===== config.mk =====
export PLATFORM = sky130hd
export DESIGN_NAME = dual_byte_loader
export DESIGN_NICKNAME = d
export VERILOG_FILES = /design/src/rtl/dbl_pkg.sv /design/src/rtl/dbl_addr_decode.sv /design/src/rtl/dbl_input_bank.sv /design/src/rtl/dbl_commit_reg.sv /design/src/rtl/dual_byte_loader.sv
export SDC_FILE = /design/constraint.sdc
export NUM_CORES = 1
export LEC_CHECK = 0
export CAP_MARGIN = 10
export CELL_PAD_IN_SITES_DETAIL_PLACEMENT = 1
export CELL_PAD_IN_SITES_GLOBAL_PLACEMENT = 2
export CORE_ASPECT_RATIO = 1.5
export CORE_UTILIZATION = 45
export CTS_CLUSTER_DIAMETER = 50
export CTS_CLUSTER_SIZE = 25
export DETAILED_ROUTE_END_ITERATION = 8
export DONT_BUFFER_PORTS = 1
export GPL_TIMING_DRIVEN = 0
export PLACE_DENSITY_LB_ADDON = 0.12
export SLEW_MARGIN = 0
export SYNTH_ARGS = -nofsm -noshare
export SYNTH_HDL_FRONTEND = slang
export SYNTH_HIERARCHICAL = 1
export SYNTH_SLANG_ARGS = --single-unit

===== constraint.sdc =====
create_clock -name clk -period 1.5 [get_ports clk]
set_input_delay 0.3 -clock clk [delete_from_list [all_inputs] [get_ports clk]]
set_output_delay 0.3 -clock clk [all_outputs]
set_load 0.005 [all_outputs]

===== src/rtl/dbl_pkg.sv =====
// Package dbl_pkg
// Shared sizes and lane encoding for the dual byte loader.
// Assumes exactly two channels, matching the two output ports.
package dbl_pkg;
    localparam int BUS_W   = 8;
    localparam int NIB_W   = 4;
    localparam int WORD_W  = BUS_W + NIB_W;
    localparam int CH_CNT  = 2;
    localparam int CH_AW   = $clog2(CH_CNT);
    localparam int ADDR_W  = CH_AW + 1;

    typedef enum logic {
        LANE_LO = 1'b0,
        LANE_HI = 1'b1
    } lane_e;
endpackage


===== src/rtl/dbl_addr_decode.sv =====
// Module dbl_addr_decode
// Turns chip select, write strobe and address into one write enable per
// channel and lane. Address LSB is the lane; the upper bits are the channel.
// Assumes active-low strobes that are already synchronous to clk.
module dbl_addr_decode #(
    parameter int CH_CNT = 2,
    parameter int CH_AW  = 1,
    parameter int ADDR_W = CH_AW + 1
) (
    input  logic              sel_n,
    input  logic              wr_n,
    input  logic [ADDR_W-1:0] addr,
    output logic [CH_CNT-1:0] wr_lo,
    output logic [CH_CNT-1:0] wr_hi
);
    import dbl_pkg::*;

    logic bus_write;
    lane_e lane;

    assign bus_write = ~sel_n & ~wr_n;
    assign lane      = lane_e'(addr[0]);

    for (genvar c = 0; c < CH_CNT; c++) begin : g_dec
        // Enable of channel c, per lane.
        always_comb begin
            wr_lo[c] = bus_write && (addr[ADDR_W-1:1] == CH_AW'(c)) && (lane == LANE_LO);
            wr_hi[c] = bus_write && (addr[ADDR_W-1:1] == CH_AW'(c)) && (lane == LANE_HI);
        end
    end
endmodule


===== src/rtl/dbl_input_bank.sv =====
// Module dbl_input_bank
// Staging registers of one channel: a low byte and a high nibble.
// Also gives the value the staging word takes at the coming edge, which
// lets a transparent update commit the byte being written.
// Assumes at most one of wr_lo / wr_hi is set in a cycle.
module dbl_input_bank #(
    parameter int BUS_W  = 8,
    parameter int NIB_W  = 4,
    parameter int WORD_W = BUS_W + NIB_W
) (
    input  logic              clk,
    input  logic              rst_n,
    input  logic              clr_n,
    input  logic              wr_lo,
    input  logic              wr_hi,
    input  logic [BUS_W-1:0]  din,
    output logic [WORD_W-1:0] word,
    output logic [WORD_W-1:0] word_next
);
    logic [BUS_W-1:0] lo_q;
    logic [NIB_W-1:0] hi_q;
    logic [BUS_W-1:0] lo_d;
    logic [NIB_W-1:0] hi_d;

    // Next staging value, with the current bus write merged in.
    always_comb begin
        lo_d = wr_lo ? din : lo_q;
        hi_d = wr_hi ? din[NIB_W-1:0] : hi_q;
    end

    // Staging storage with async clear and sync reset.
    always_ff @(posedge clk or negedge clr_n) begin
        if (!clr_n) begin
            lo_q <= '0;
            hi_q <= '0;
        end else if (!rst_n) begin
            lo_q <= '0;
            hi_q <= '0;
        end else begin
            lo_q <= lo_d;
            hi_q <= hi_d;
        end
    end

    assign word      = {hi_q, lo_q};
    assign word_next = {hi_d, lo_d};


    hi_map_chk: assert property (@(posedge clk) disable iff (!rst_n || !clr_n)
        (rst_n && wr_hi) |=> word[WORD_W-1:BUS_W] == $past(din[NIB_W-1:0]));


    lo_map_chk: assert property (@(posedge clk) disable iff (!rst_n || !clr_n)
        (rst_n && wr_lo) |=> word[BUS_W-1:0] == $past(din));


    idle_chk: assert property (@(posedge clk) disable iff (!rst_n || !clr_n)
        (rst_n && !wr_lo && !wr_hi) |=> $stable(word));
endmodule


===== src/rtl/dbl_commit_reg.sv =====
// Module dbl_commit_reg
// Output register of one channel. Takes the supplied word on each edge at
// which load is high, and otherwise holds.
// Assumes load is already qualified by the update and write strobes.
module dbl_commit_reg #(
    parameter int WORD_W = 12
) (
    input  logic              clk,
    input  logic              rst_n,
    input  logic              clr_n,
    input  logic              load,
    input  logic [WORD_W-1:0] d,
    output logic [WORD_W-1:0] q
);
    // Output storage with async clear and sync reset.
    always_ff @(posedge clk or negedge clr_n) begin
        if (!clr_n)
            q <= '0;
        else if (!rst_n)
            q <= '0;
        else if (load)
            q <= d;
    end


    commit_chk: assert property (@(posedge clk) disable iff (!rst_n || !clr_n)
        (rst_n && load) |=> q == $past(d));


    hold_chk: assert property (@(posedge clk) disable iff (!rst_n || !clr_n)
        (rst_n && !load) |=> $stable(q));
endmodule


===== src/rtl/dual_byte_loader.sv =====
// Module dual_byte_loader
// Byte-wide loader for two 12-bit channels. Writes go to per-channel
// staging registers; a shared update moves both into the output registers
// together, and update together with a write passes the byte straight through.
// Assumes host strobes are synchronous to clk; clr_n may be asynchronous.
module dual_byte_loader (
    input  logic        clk,
    input  logic        rst_n,
    input  logic        clr_n,
    input  logic        sel_n,
    input  logic        wr_n,
    input  logic        upd_n,
    input  logic [1:0]  addr,
    input  logic [7:0]  din,
    output logic [11:0] out_a,
    output logic [11:0] out_b
);
    import dbl_pkg::*;

    logic [CH_CNT-1:0] wr_lo;
    logic [CH_CNT-1:0] wr_hi;
    logic [WORD_W-1:0] stage_q   [CH_CNT];
    logic [WORD_W-1:0] stage_nxt [CH_CNT];
    logic [WORD_W-1:0] dac_q     [CH_CNT];
    logic              commit;

    // The shared commit needs update and the write strobe together.
    assign commit = ~upd_n & ~wr_n;

    dbl_addr_decode #(
        .CH_CNT (CH_CNT),
        .CH_AW  (CH_AW),
        .ADDR_W (ADDR_W)
    ) i_decode (
        .sel_n (sel_n),
        .wr_n  (wr_n),
        .addr  (addr),
        .wr_lo (wr_lo),
        .wr_hi (wr_hi)
    );

    for (genvar c = 0; c < CH_CNT; c++) begin : g_ch
        dbl_input_bank #(
            .BUS_W  (BUS_W),
            .NIB_W  (NIB_W),
            .WORD_W (WORD_W)
        ) i_bank (
            .clk       (clk),
            .rst_n     (rst_n),
            .clr_n     (clr_n),
            .wr_lo     (wr_lo[c]),
            .wr_hi     (wr_hi[c]),
            .din       (din),
            .word      (stage_q[c]),
            .word_next (stage_nxt[c])
        );

        dbl_commit_reg #(
            .WORD_W (WORD_W)
        ) i_commit (
            .clk   (clk),
            .rst_n (rst_n),
            .clr_n (clr_n),
            .load  (commit),
            .d     (stage_nxt[c]),
            .q     (dac_q[c])
        );
    end

    assign out_a = dac_q[0];
    assign out_b = dac_q[1];


    no_update_chk: assert property (@(posedge clk) disable iff (!rst_n || !clr_n)
        (rst_n && upd_n) |=> ($stable(out_a) && $stable(out_b)));


    pass_through_chk: assert property (@(posedge clk) disable iff (!rst_n || !clr_n)
        (rst_n && !upd_n && !sel_n && !wr_n && addr == 2'd0) |=> out_a[7:0] == $past(din));


    clear_chk: assert property (@(posedge clk)
        !clr_n |-> (out_a == '0 && out_b == '0));


    reset_chk: assert property (@(posedge clk) disable iff (!clr_n)
        !rst_n |=> (out_a == '0 && out_b == '0));
endmodule


== Word level (Yosys, flattened, before mapping) ==
Index checks and enable logic that the tools add are counted.
W data, S select, Z words.

* Register bits: 48
* Input bits: 16
* Output and inout port bits: 24

* Eq/ne operators: 1
* Multiplexer cells: 12
* Bitwise gates (word level): 7
* Reduce and logical (&&, ||, !) cells: 6

{| class="wikitable"
|+ Operator list
! operator !! count
|-
| $mux W12 || 4
|-
| $mux W8 || 4
|-
| $mux W4 || 4
|-
| $logic_and A1 B1 Y1 || 6
|-
| $not A1 Y1 || 5
|-
| $and A1 B1 Y1 || 2
|-
| $ne A2 B1 Y1 const B || 1
|}

== Longest topological paths before layout ==
Gate-level depths: netlist of the first run.

* Depth after elaboration: 7
* Gate-level depth with buffers: 5
* Depth with buffers taken out: 4

== By module ==
The synthesis of the first run kept the hierarchy.

{| class="wikitable"
|+ Modules (own cells, without submodules)
! module !! times used !! cells each !! area an instance (sq um) !! sequential area each (sq um)
|-
| dbl_input_bank || 2 || 38 || 558.0 || 300.3
|-
| dbl_commit_reg || 2 || 38 || 510.5 || 300.3
|-
| dbl_addr_decode || 1 || 4 || 36.3 || 0.0
|-
| dual_byte_loader || 1 || 1 || 3.8 || 0.0
|}

== Least setup slack after synthesis of the first run ==
OpenSTA, ideal clock, no wires.

* Path type: in2reg
* Start: input port wr_n
* End: register g_ch[0].i_commit.q[11]
* Arrival time: 1466 ps
* Slack: -86 ps
* Stages on the path: 4
* Buffers on the path: 0
* Path through: nor4b_1 -> mux2_2 -> mux2i_1 -> nor2b_1

{| class="wikitable"
|+ RTL lines
! element !! RTL line !! RTL
|-
| start, declared || dual_byte_loader.sv:11 || <nowiki>input logic wr_n,</nowiki>
|-
| end signal, assigned || dbl_commit_reg.sv:18 || <nowiki>q <= '0;</nowiki>
|-
| end signal, assigned || dbl_commit_reg.sv:20 || <nowiki>q <= '0;</nowiki>
|-
| end signal, assigned || dbl_commit_reg.sv:22 || <nowiki>q <= d;</nowiki>
|-
| end, declared || dbl_commit_reg.sv:13 || <nowiki>output logic [WORD_W-1:0] q</nowiki>
|}

==> flow_metrics.py, run 1 <==
metrics = {
    "worst_hold_path": {
        "hp-start": "rst_n",
        "worst_hold_path_type": "primary input to register",
    },
    "clock_tree": {
        "clock_insertion_delay_worst_skew_ns": 0.29,
        "cts-htree-levels": 2,
        "holdBufCountCts": 2,
        "cts.root.buffer_cell": "clkbuf_8",
        "path_clk_slew_ns": 0.08,
        "cts-buffers-inserted": 5,
        "clock_path_buffers": 2,
        "cts_tree": "yes",
        "cts_sinks": 48,
        "postCtsResizedCells": 0,
        "cts_setup_buffers": 0,
    },
    "critical_path": {
        "critical_path.startpoint_type": "primary input",
        "timing.rr.start": "g_ch[1].i_bank/lo_q[6]",
        "end_kind": "register",
        "timing.critical_path.fanout_max": 8,
        "timing.setup.critical_path_class": "primary input to register",
        "critical_path_arrival_ns": 1.47,
        "critPathLaunch": "wr_n",
        "timing.critical_path.required_ns": 1.69,
    },
    "routing": {
        "drt_drc_violations_left": 0,
        "post_drt_via_cell_ratio": 5.11,
        "wl_per_cell_um": 17.5,
        "drt_first_iter_violations": 19,
        "ant_nets": 0,
        "routed-via-count": 1181,
        "number_of_detailed_route_iterations_in_the_first_pass": 4,
        "postRouteWirelength_um": 4030,
    },
    "floorplanning": {
        "fp.dieArea_um2": 5130,
        "placement_rows": 30,
        "coreArea_um2": 4580,
        "floorplan.initialDensity": 0.475,
        "dieHeight_um": 87.2,
        "top_level_ports": 40,
        "fp.dieW_um": 58.8,
    },
    "yosys": {
        "mux_share_of_post_synthesis_cell_area": 0.262,
        "synth_xor_xnor_area_share": 0,
        "post_synthesis_sequential_element_count": 48,
        "yosys.cell_count.top_type": "dfrtp_1",
        "synth_area_um2": 2180,
        "cell_types_occupying_the_most_area_after_synthesis": "dfrtp_1, mux2i_1, mux2_4, nor2b_1, and2_1",
        "dominant_combinational_cell_family_by_area_after_synthesis": "multiplexers",
        "synth.top_cell.area_share": 0.552,
        "synth_adder_area_share": 0,
        "synth-simple-area-share": 0.159,
        "synth_area_leader_cell": "dfrtp_1",
        "syn_area_per_cell_um2": 13.9,
        "yosys.cell_types.count": 13,
        "netlist_instances": 157,
        "ys_async_sr_fraction": 1.00,
        "seq_area_frac_synth": 0.552,
        "dominantRegCellSynth": "dfrtp_1",
        "synth-compound-area-share": 0,
        "count_of_flip_flops_with_a_built_in_enable_after_synthesis": 0,
        "syn-num-nets": 173,
        "synth_common_cells": "dfrtp_1, mux2i_1, nor2b_1",
        "synth.yosys.warnings": 6,
    },
    "global_routing": {
        "grt_start_max_net_pins": 49,
        "grt.total_usage": 0.181,
        "wire_length_of_the_first_global_routing_pass_um": 6820,
        "grt_antenna_before_repair": 0,
        "global_route.overflow_total": 0,
        "number_of_global_route_vias_before_repair": 1359,
    },
    "sta": {
        "grt_setup_unrepaired": "no",
        "fin_ws_ns": 0.214,
        "finalCriticalPeriod_ns": 1.29,
        "transition_time_at_the_pin_with_the_least_slew_margin_ns": 0.673,
        "timing_hold_violations_final": 0,
        "skew_ns": 0.00165,
        "maxSlewViolCount": 0,
        "max_freq_ghz": 0.778,
        "finalSetupViolations": 0,
        "maxSlewHeadroom": 0.549,
        "layout_worst_path_cycle_share": 0.857,
    },
    "final_layout": {
        "finish.utilization": 0.523,
        "area.growth.synth_to_final_pct": 10.0,
        "antenna-diode-count": 0,
        "drive_above_1_share": 0.240,
        "fill_cells": 476,
        "fin_nets": 182,
        "post_layout_nonfiller_instances": 231,
    },
    "power": {
        "totalPowerFinal_mw": 2.28,
        "static-leakage-power_nw": 1.09,
        "switchingPower_uw": 507,
        "clkPwrFrac": 0.345,
        "peakVddDrop_mv": 0.759,
        "pwr_density_cell_nw_per_um2": 954,
        "switching_share": 0.222,
        "seq_power_share": 0.579,
        "internal-power_mw": 1.78,
        "power.share.combinational": 0.076,
    },
    "placed_design": {
        "place_congestion": 0.675,
        "port_buffers": 0,
        "placement.setup.worst_slack_ns": -0.113,
        "hpwl_um": 2890,
        "dp.cells": 221,
    },
    "flow_run": {
        "timing.max_cap.violations": 0,
    },
    "outcome": {
        "status": "complete, no violations",
    },
}
-- state kept, by name, summed over array words and instances (netlist names) --
| register | cells |
|---|---|
| g_ch.i_bank/lo_q | 16 |
| g_ch.i_bank/hi_q | 8 |
| g_ch.i_commit/q | 24 |
-- kinds of logic (layout without fill, tap and decap cells) --
logic type,Yosys count,count (layout)
flip-flops,48,48
multiplexers,48,48
buffers and inverters,8,18
AND/OR/NAND/NOR,53,53
-- final timing paths --
check,to,slack [ns],cells after the start
max,g_ch[1].i_commit/q[6],0.21,5
min,g_ch[0].i_bank/lo_q[7],0.13,1
max reg2reg,g_ch[1].i_commit/q[6],0.49,3
min reg2reg,g_ch[0].i_commit/q[10],0.58,2
max in group asynchronous,g_ch[1].i_commit/q[2],0.78,2
min in group asynchronous,g_ch[0].i_bank/hi_q[1],0.51,2
-- worst max-delay path: stages --
cell and delay, ns:
nor4b_1 0.38, buf_6 0.22, mux2_4 0.33, mux2i_1 0.18, nor2b_1 0.07
-- cell type report --
class	count	area, µm²	share of cell area
well taps	64	80.1	0.0334
multi-input cells	101	922	0.385
clock inverters	1	7.51	0.00313
flip-flops and latches	48	1200	0.502
plain buffers	8	60.1	0.0251
clock buffers	7	86.3	0.0361
repair buffers	2	37.5	0.0157
-- cell usage in the layout (no fill, tap or decap), drive strengths merged --
cell type     n
nor4          1
mux2i        24
nor2b        24
clkbuf       11
dfrtp        48
buf           5
dlygate4sd3   1
and4bb        1
nor2          1
and2         24
nor4b         2
clkinvlp      1
mux2         24
-- power by group through the flow --
stage,Clock [mW],Sequential [mW],Combinational [mW]
floorplan,0,1.35,0.119
global placement,0,1.35,0.136
detailed placement,0,1.35,0.140
CTS,0.821,1.32,0.179
global route,0.855,1.33,0.192
finish,0.788,1.32,0.173
-- per-layer routing --
metal | up-vias | GRT usage | part of all wire
met3 | 6 | 0.0565 | 0.049
met5 | - | 0 | 0
met2 | 29 | 0.312 | 0.55
li1 | 540 | - | -
met4 | 0 | 0.0628 | 0.013
met1 | 606 | 0.207 | 0.39
-- stage by stage --
| step | hold slack, ns | TNS, ns | instance area, µm² |
|---|---|---|---|
| 4_1_cts | 0.119 | 0 | 2390 |
| 2_1_floorplan | 0.00441 | 0 | 2180 |
| 5_1_grt | 0.126 | 0 | 2390 |
| 3_3_place_gp | 0.00537 | -0.441 | 2260 |
| 3_5_place_dp | 0.00550 | -0.907 | 2260 |
| 6_report | 0.129 | 0 | 2390 |
Note: power is estimated with default switching activity, not from simulation.
==> run 2: changes to the inputs <==
--- a/config.mk
+++ b/config.mk
@@ -8,14 +8,13 @@
 export CAP_MARGIN = 10
 export CELL_PAD_IN_SITES_DETAIL_PLACEMENT = 1
 export CELL_PAD_IN_SITES_GLOBAL_PLACEMENT = 2
-export CORE_ASPECT_RATIO = 1.5
 export CORE_UTILIZATION = 45
 export CTS_CLUSTER_DIAMETER = 50
 export CTS_CLUSTER_SIZE = 25
 export DETAILED_ROUTE_END_ITERATION = 8
 export DONT_BUFFER_PORTS = 1
 export GPL_TIMING_DRIVEN = 0
-export PLACE_DENSITY_LB_ADDON = 0.12
+export PLACE_DENSITY_LB_ADDON = 0.15
 export SLEW_MARGIN = 0
 export SYNTH_ARGS = -nofsm -noshare
 export SYNTH_HDL_FRONTEND = slang
==> flow_metrics.py, run 2 (synthesis gave the netlist of run 1 again) <==
metrics = {
    "outcome": {
        "status": "complete, no violations",
    },
    "power": {
        "power.share.combinational": 0.071,
        "totalPowerFinal_mw": 2.47,
        "pwr_density_cell_nw_per_um2": 1030,
        "static-leakage-power_nw": 1.11,
        "switchingPower_uw": 524,
        "clkPwrFrac": 0.393,
        "internal-power_mw": 1.95,
        "switching_share": 0.212,
        "seq_power_share": 0.535,
        "peakVddDrop_mv": 0.661,
    },
    "clock_tree": {
        "cts-htree-levels": 2,
        "cts-buffers-inserted": 5,
        "cts_tree": "yes",
        "clock_path_buffers": 2,
        "clock_insertion_delay_worst_skew_ns": 0.30,
        "cts_sinks": 48,
        "path_clk_slew_ns": 0.09,
        "cts.root.buffer_cell": "clkbuf_8",
        "cts_setup_buffers": 0,
    },
    "final_layout": {
        "postLayoutCellArea_um2": 2410,
        "reg_top3": "g_ch.i_commit/q: 24 flops, g_ch.i_bank/lo_q: 16 flops, g_ch.i_bank/hi_q: 8 flops",
        "fin_nets": 182,
        "post_layout_nonfiller_instances": 219,
        "regMostFlops": "g_ch.i_commit/q",
        "final_common_cell": "dfrtp_1",
        "largest_reg_flops": 24,
        "area.growth.synth_to_final_pct": 10.6,
        "multi_input_comb_area_um2": 922,
        "drive_above_1_share": 0.246,
        "final-seq-area_um2": 1200,
        "most-common-layout-cells": "dfrtp_1, mux2i_1, nor2b_1",
        "antenna-diode-count": 0,
        "fill_cells": 441,
    },
    "global_routing": {
        "global_route.overflow_total": 0,
        "grt_antenna_before_repair": 0,
        "grt_start_max_net_pins": 49,
        "grt.total_usage": 0.190,
        "wire_length_of_the_first_global_routing_pass_um": 7150,
        "number_of_global_route_vias_before_repair": 1337,
    },
    "critical_path": {
        "critical_path.cell_chain": "nor4b_1 > buf_6 > mux2_4 > mux2i_1 > nor2b_1",
        "critPathBufInv": 1,
        "critical_path_arrival_ns": 1.47,
        "cpPeakStageDelay_ns": 0.38,
        "r2r_setup_slack_ns": 0.51,
        "timing.setup.critical_path_class": "primary input to register",
        "worst_path_max_delay_cell": "nor4b_1",
        "critical_path.startpoint_type": "primary input",
        "timing.critical_path.fanout_max": 8,
        "end_kind": "register",
        "crit_family": "multiplexers",
        "timing.critical_path.required_ns": 1.69,
    },
    "sta": {
        "fin_ws_ns": 0.217,
        "skew_ns": 0.00718,
        "maxSlewHeadroom": 0.518,
        "timing_hold_violations_final": 0,
        "finalSetupViolations": 0,
        "layout_worst_path_cycle_share": 0.855,
        "finalCriticalPeriod_ns": 1.28,
        "grt_setup_unrepaired": "no",
        "transition_time_at_the_pin_with_the_least_slew_margin_ns": 0.720,
        "maxSlewViolCount": 0,
        "whs_ns": 0.125,
        "max_freq_ghz": 0.780,
    },
    "routing": {
        "drt_drc_violations_left": 0,
        "wl_per_cell_um": 19.1,
        "routed-via-count": 1171,
        "ant_nets": 0,
        "drt_first_iter_violations": 65,
        "number_of_detailed_route_iterations_in_the_first_pass": 4,
        "post_drt_via_cell_ratio": 5.35,
        "postRouteWirelength_um": 4190,
    },
    "floorplanning": {
        "dieHeight_um": 71.6,
        "top_level_ports": 40,
        "floorplan.initialDensity": 0.483,
        "coreArea_um2": 4500,
        "placement_rows": 24,
        "fp.dieArea_um2": 5120,
        "fp.dieW_um": 71.6,
    },
    "worst_hold_path": {
        "worst_hold_path_type": "primary input to register",
    },
    "placed_design": {
        "placement.setup.worst_slack_ns": -0.106,
        "dpl_cell_area_um2": 2250,
        "port_buffers": 0,
        "hpwl_um": 2850,
        "place_congestion": 0.711,
        "dp.cells": 209,
    },
    "flow_run": {
        "timing.max_cap.violations": 0,
    },
}
-- run 2: path summary, 6_finish.rpt --
path / start / end / depth (start not counted)
max reg2reg: g_ch[1].i_bank/lo_q[0] / g_ch[1].i_commit/q[0] / 3
min in group asynchronous: clr_n / g_ch[1].i_commit/q[7] / 2
min reg2reg: g_ch[1].i_commit/q[9] / g_ch[1].i_commit/q[9] / 2
min: rst_n / g_ch[1].i_bank/lo_q[7] / 1
max: wr_n / g_ch[1].i_commit/q[0] / 5
max in group asynchronous: clr_n / g_ch[0].i_commit/q[0] / 2
-- run 2: metal layers --
metal	up-vias	GRT usage	routed length (µm)	part of all wire
met5	-	0	0	0
met4	0	0.0588	40	0.0096
met3	4	0.0619	242	0.058
met2	33	0.303	2050	0.49
met1	588	0.248	1850	0.44
li1	546	-	-	-
-- run 2: final cells by class --
cell class	count	share of cell area
Sequential cell	48	0.499
Multi-Input combinational cell	101	0.383
Clock buffer	6	0.0343
Tap cell	52	0.0270
Buffer	8	0.0249
Clock inverter	2	0.0161
Timing Repair Buffer	2	0.0156
-- run 2: worst reg2reg max path, stage by stage (launching register included) --
cell and delay, ns:
dfrtp_1 0.37, mux2_4 0.28, mux2i_1 0.16, nor2b_1 0.06
-- run 2: power by group through the flow --
| stage | sequential [mW] | clock [mW] | combinational [mW] |
|---|---|---|---|
| 2_1_floorplan | 1.35 | 0 | 0.119 |
| 3_3_place_gp | 1.35 | 0 | 0.137 |
| 3_5_place_dp | 1.35 | 0 | 0.142 |
| 4_1_cts | 1.32 | 1.01 | 0.181 |
| 5_1_grt | 1.33 | 1.07 | 0.195 |
| 6_report | 1.32 | 0.972 | 0.177 |
-- run 2: per-stage QoR --
stage	util	setup TNS [ns]
2_1_floorplan	-	0
3_3_place_gp	0.499	-0.349
3_5_place_dp	0.499	-0.788
4_1_cts	0.534	0
5_1_grt	0.534	0
6_report	0.534	0
-- run 2: repair_timing --
item,4_1_cts,5_1_grt
hold buffers,2,0
gates resized for setup,0,0
endpoints found under the hold margin,48,0
==> run 3: changes to the inputs <==
--- a/config.mk
+++ b/config.mk
@@ -8,7 +8,7 @@
 export CAP_MARGIN = 10
 export CELL_PAD_IN_SITES_DETAIL_PLACEMENT = 1
 export CELL_PAD_IN_SITES_GLOBAL_PLACEMENT = 2
-export CORE_UTILIZATION = 45
+export CORE_UTILIZATION = 38
 export CTS_CLUSTER_DIAMETER = 50
 export CTS_CLUSTER_SIZE = 25
 export DETAILED_ROUTE_END_ITERATION = 8
==> constraint.sdc (replaced) <==
create_clock -name clk -period 1 [get_ports clk]
set_input_delay 0.2 -clock clk [delete_from_list [all_inputs] [get_ports clk]]
set_output_delay 0.2 -clock clk [all_outputs]
set_load 0.005 [all_outputs]
==> flow_metrics.py, run 3 (synthesis gave the netlist of run 1 again) <==
metrics = {
    "outcome": {
        "status": "finished with violations",
        "violations": "negative hold slack, negative setup slack",
    },
    "critical_path": {
        "timing.critical_path.fanout_max": 8,
        "worst_path_max_delay_cell": "mux2_4",
        "critical_path.startpoint_type": "primary input",
        "end_kind": "register",
        "critPathLaunch": "addr[1]",
        "cpPeakStageDelay_ns": 0.32,
        "timing.critical_path.required_ns": 1.18,
        "timing.setup.critical_path_class": "primary input to register",
        "critical_path_arrival_ns": 1.23,
        "critical_path.cell_chain": "nor4_4 > buf_6 > mux2_4 > mux2i_1 > nor2b_1",
        "timing.rr.start": "g_ch[1].i_bank/hi_q[1]",
    },
    "routing": {
        "drt_drc_violations_left": 0,
        "post_drt_via_cell_ratio": 4.84,
        "drt_first_iter_violations": 73,
        "wl_per_cell_um": 17.4,
        "number_of_detailed_route_iterations_in_the_first_pass": 3,
        "routed-via-count": 1151,
        "ant_nets": 0,
        "postRouteWirelength_um": 4140,
    },
    "sta": {
        "whs_ns": -0.411,
        "finalCriticalPeriod_ns": 1.05,
        "timing_hold_violations_final": 48,
        "transition_time_at_the_pin_with_the_least_slew_margin_ns": 0.440,
        "maxSlewHeadroom": 0.706,
        "max_freq_ghz": 0.953,
        "fin_ws_ns": -0.0488,
        "finalSetupViolations": 8,
        "grt_setup_unrepaired": "yes",
        "layout_worst_path_cycle_share": 1.05,
        "skew_ns": 0.00342,
        "maxSlewViolCount": 0,
        "tns_ns": -0.134,
    },
    "worst_hold_path": {
        "worst_hold_path_type": "primary input to async pin",
    },
    "clock_tree": {
        "cts.root.buffer_cell": "clkbuf_8",
        "path_clk_slew_ns": 0.09,
        "cts_tree": "yes",
        "clock_path_buffers": 2,
        "cts-buffers-inserted": 5,
        "clock_insertion_delay_worst_skew_ns": 0.29,
        "cts-htree-levels": 2,
        "cts_sinks": 48,
    },
    "final_layout": {
        "postLayoutCellArea_um2": 2460,
        "reg_top3": "g_ch.i_commit/q: 24 flops, g_ch.i_bank/lo_q: 16 flops, g_ch.i_bank/hi_q: 8 flops",
        "fin_nets": 181,
        "post_layout_nonfiller_instances": 238,
        "antenna-diode-count": 0,
        "most-common-layout-cells": "dfrtp_1, nor2b_1, mux2i_1",
        "area.growth.synth_to_final_pct": 12.8,
        "drive_above_1_share": 0.271,
        "regMostFlops": "g_ch.i_commit/q",
        "largest_reg_flops": 24,
        "final_common_cell": "dfrtp_1",
    },
    "flow_run": {
        "timing.max_cap.violations": 0,
    },
    "global_routing": {
        "global_route.overflow_total": 0,
        "grt_antenna_before_repair": 0,
        "wire_length_of_the_first_global_routing_pass_um": 6940,
        "grt.total_usage": 0.152,
        "number_of_global_route_vias_before_repair": 1361,
        "grt_start_max_net_pins": 49,
    },
    "placed_design": {
        "place_congestion": 0.633,
        "dp.cells": 229,
        "dpl_cell_area_um2": 2330,
        "port_buffers": 0,
        "hpwl_um": 3060,
    },
    "floorplanning": {
        "floorplan.initialDensity": 0.395,
        "top_level_ports": 40,
        "dieHeight_um": 77.7,
        "fp.dieArea_um2": 6040,
        "fp.dieW_um": 77.7,
        "coreArea_um2": 5510,
        "placement_rows": 27,
    },
    "power": {
        "totalPowerFinal_mw": 3.58,
        "pwr_density_cell_nw_per_um2": 1460,
        "peakVddDrop_mv": 0.802,
        "static-leakage-power_nw": 1.11,
    },
}
## run 3: cell count changes in the layout (fill, tap and decap cells not counted), sizes merged
cell | before | now
clkbuf | 10 | 9
dlygate4sd3 | 1 | 0
clkinvlp | 0 | 1
## run 3: timing repair
item,4_1_cts,5_1_grt
resized for setup,0,1
buffers inserted,1,0
hold endpoints to repair,48,48
endpoints found under the setup margin,9,21
pin swaps,2,0
## run 3: final timing paths
path | endpoint | slack, ns | cells past startpoint
max | g_ch[0].i_commit/q[6] | -0.05 | 5
max in group asynchronous | g_ch[0].i_commit/q[10] | 1.32 | 0
max reg2reg | g_ch[1].i_commit/q[9] | 0.01 | 3
min reg2reg | g_ch[1].i_commit/q[8] | 0.58 | 2
min in group clk | g_ch[0].i_bank/hi_q[3] | 0.03 | 1
min | g_ch[1].i_commit/q[10] | -0.41 | 0
## run 3: area by class of cell
cell class,count,area (µm²)
Sequential cell,48,1200
Timing Repair Buffer,1,7.51
Tap cell,72,90.1
Buffer,8,60.1
Clock buffer,5,68.8
Clock inverter,3,42.5
Fill cell,556,3050
Multi-Input combinational cell,101,986
## run 3: power breakdown
part | internal [mW] | switching, mW | total, mW | leakage [nW]
Sequential | 1.97 | 0.0145 | 1.98 | 0.667
Combinational | 0.131 | 0.0913 | 0.223 | 0.391
Clock | 0.740 | 0.635 | 1.38 | 0.0541
## run 3: routing by layer
metal	up-vias	global-route usage	wire, µm
met4	0	0.0509	54
met2	22	0.262	2110
met5	-	0	0
met1	586	0.178	1790
li1	537	-	-
met3	6	0.0494	185
## run 3: metrics by stage
step,utilization,worst slack (ns)
after floorplan,-,-0.234
after global placement,0.424,-0.334
after detailed placement,0.424,-0.356
after CTS,0.445,-0.0384
after global routing,0.446,-0.0755
final,0.446,-0.0488
## run 3: critical path: cells and delay by family
kind	cells	cell delay [ns]
AND/OR/NAND/NOR	2	0.34
multiplexers	2	0.49
buffers and inverters	1	0.20
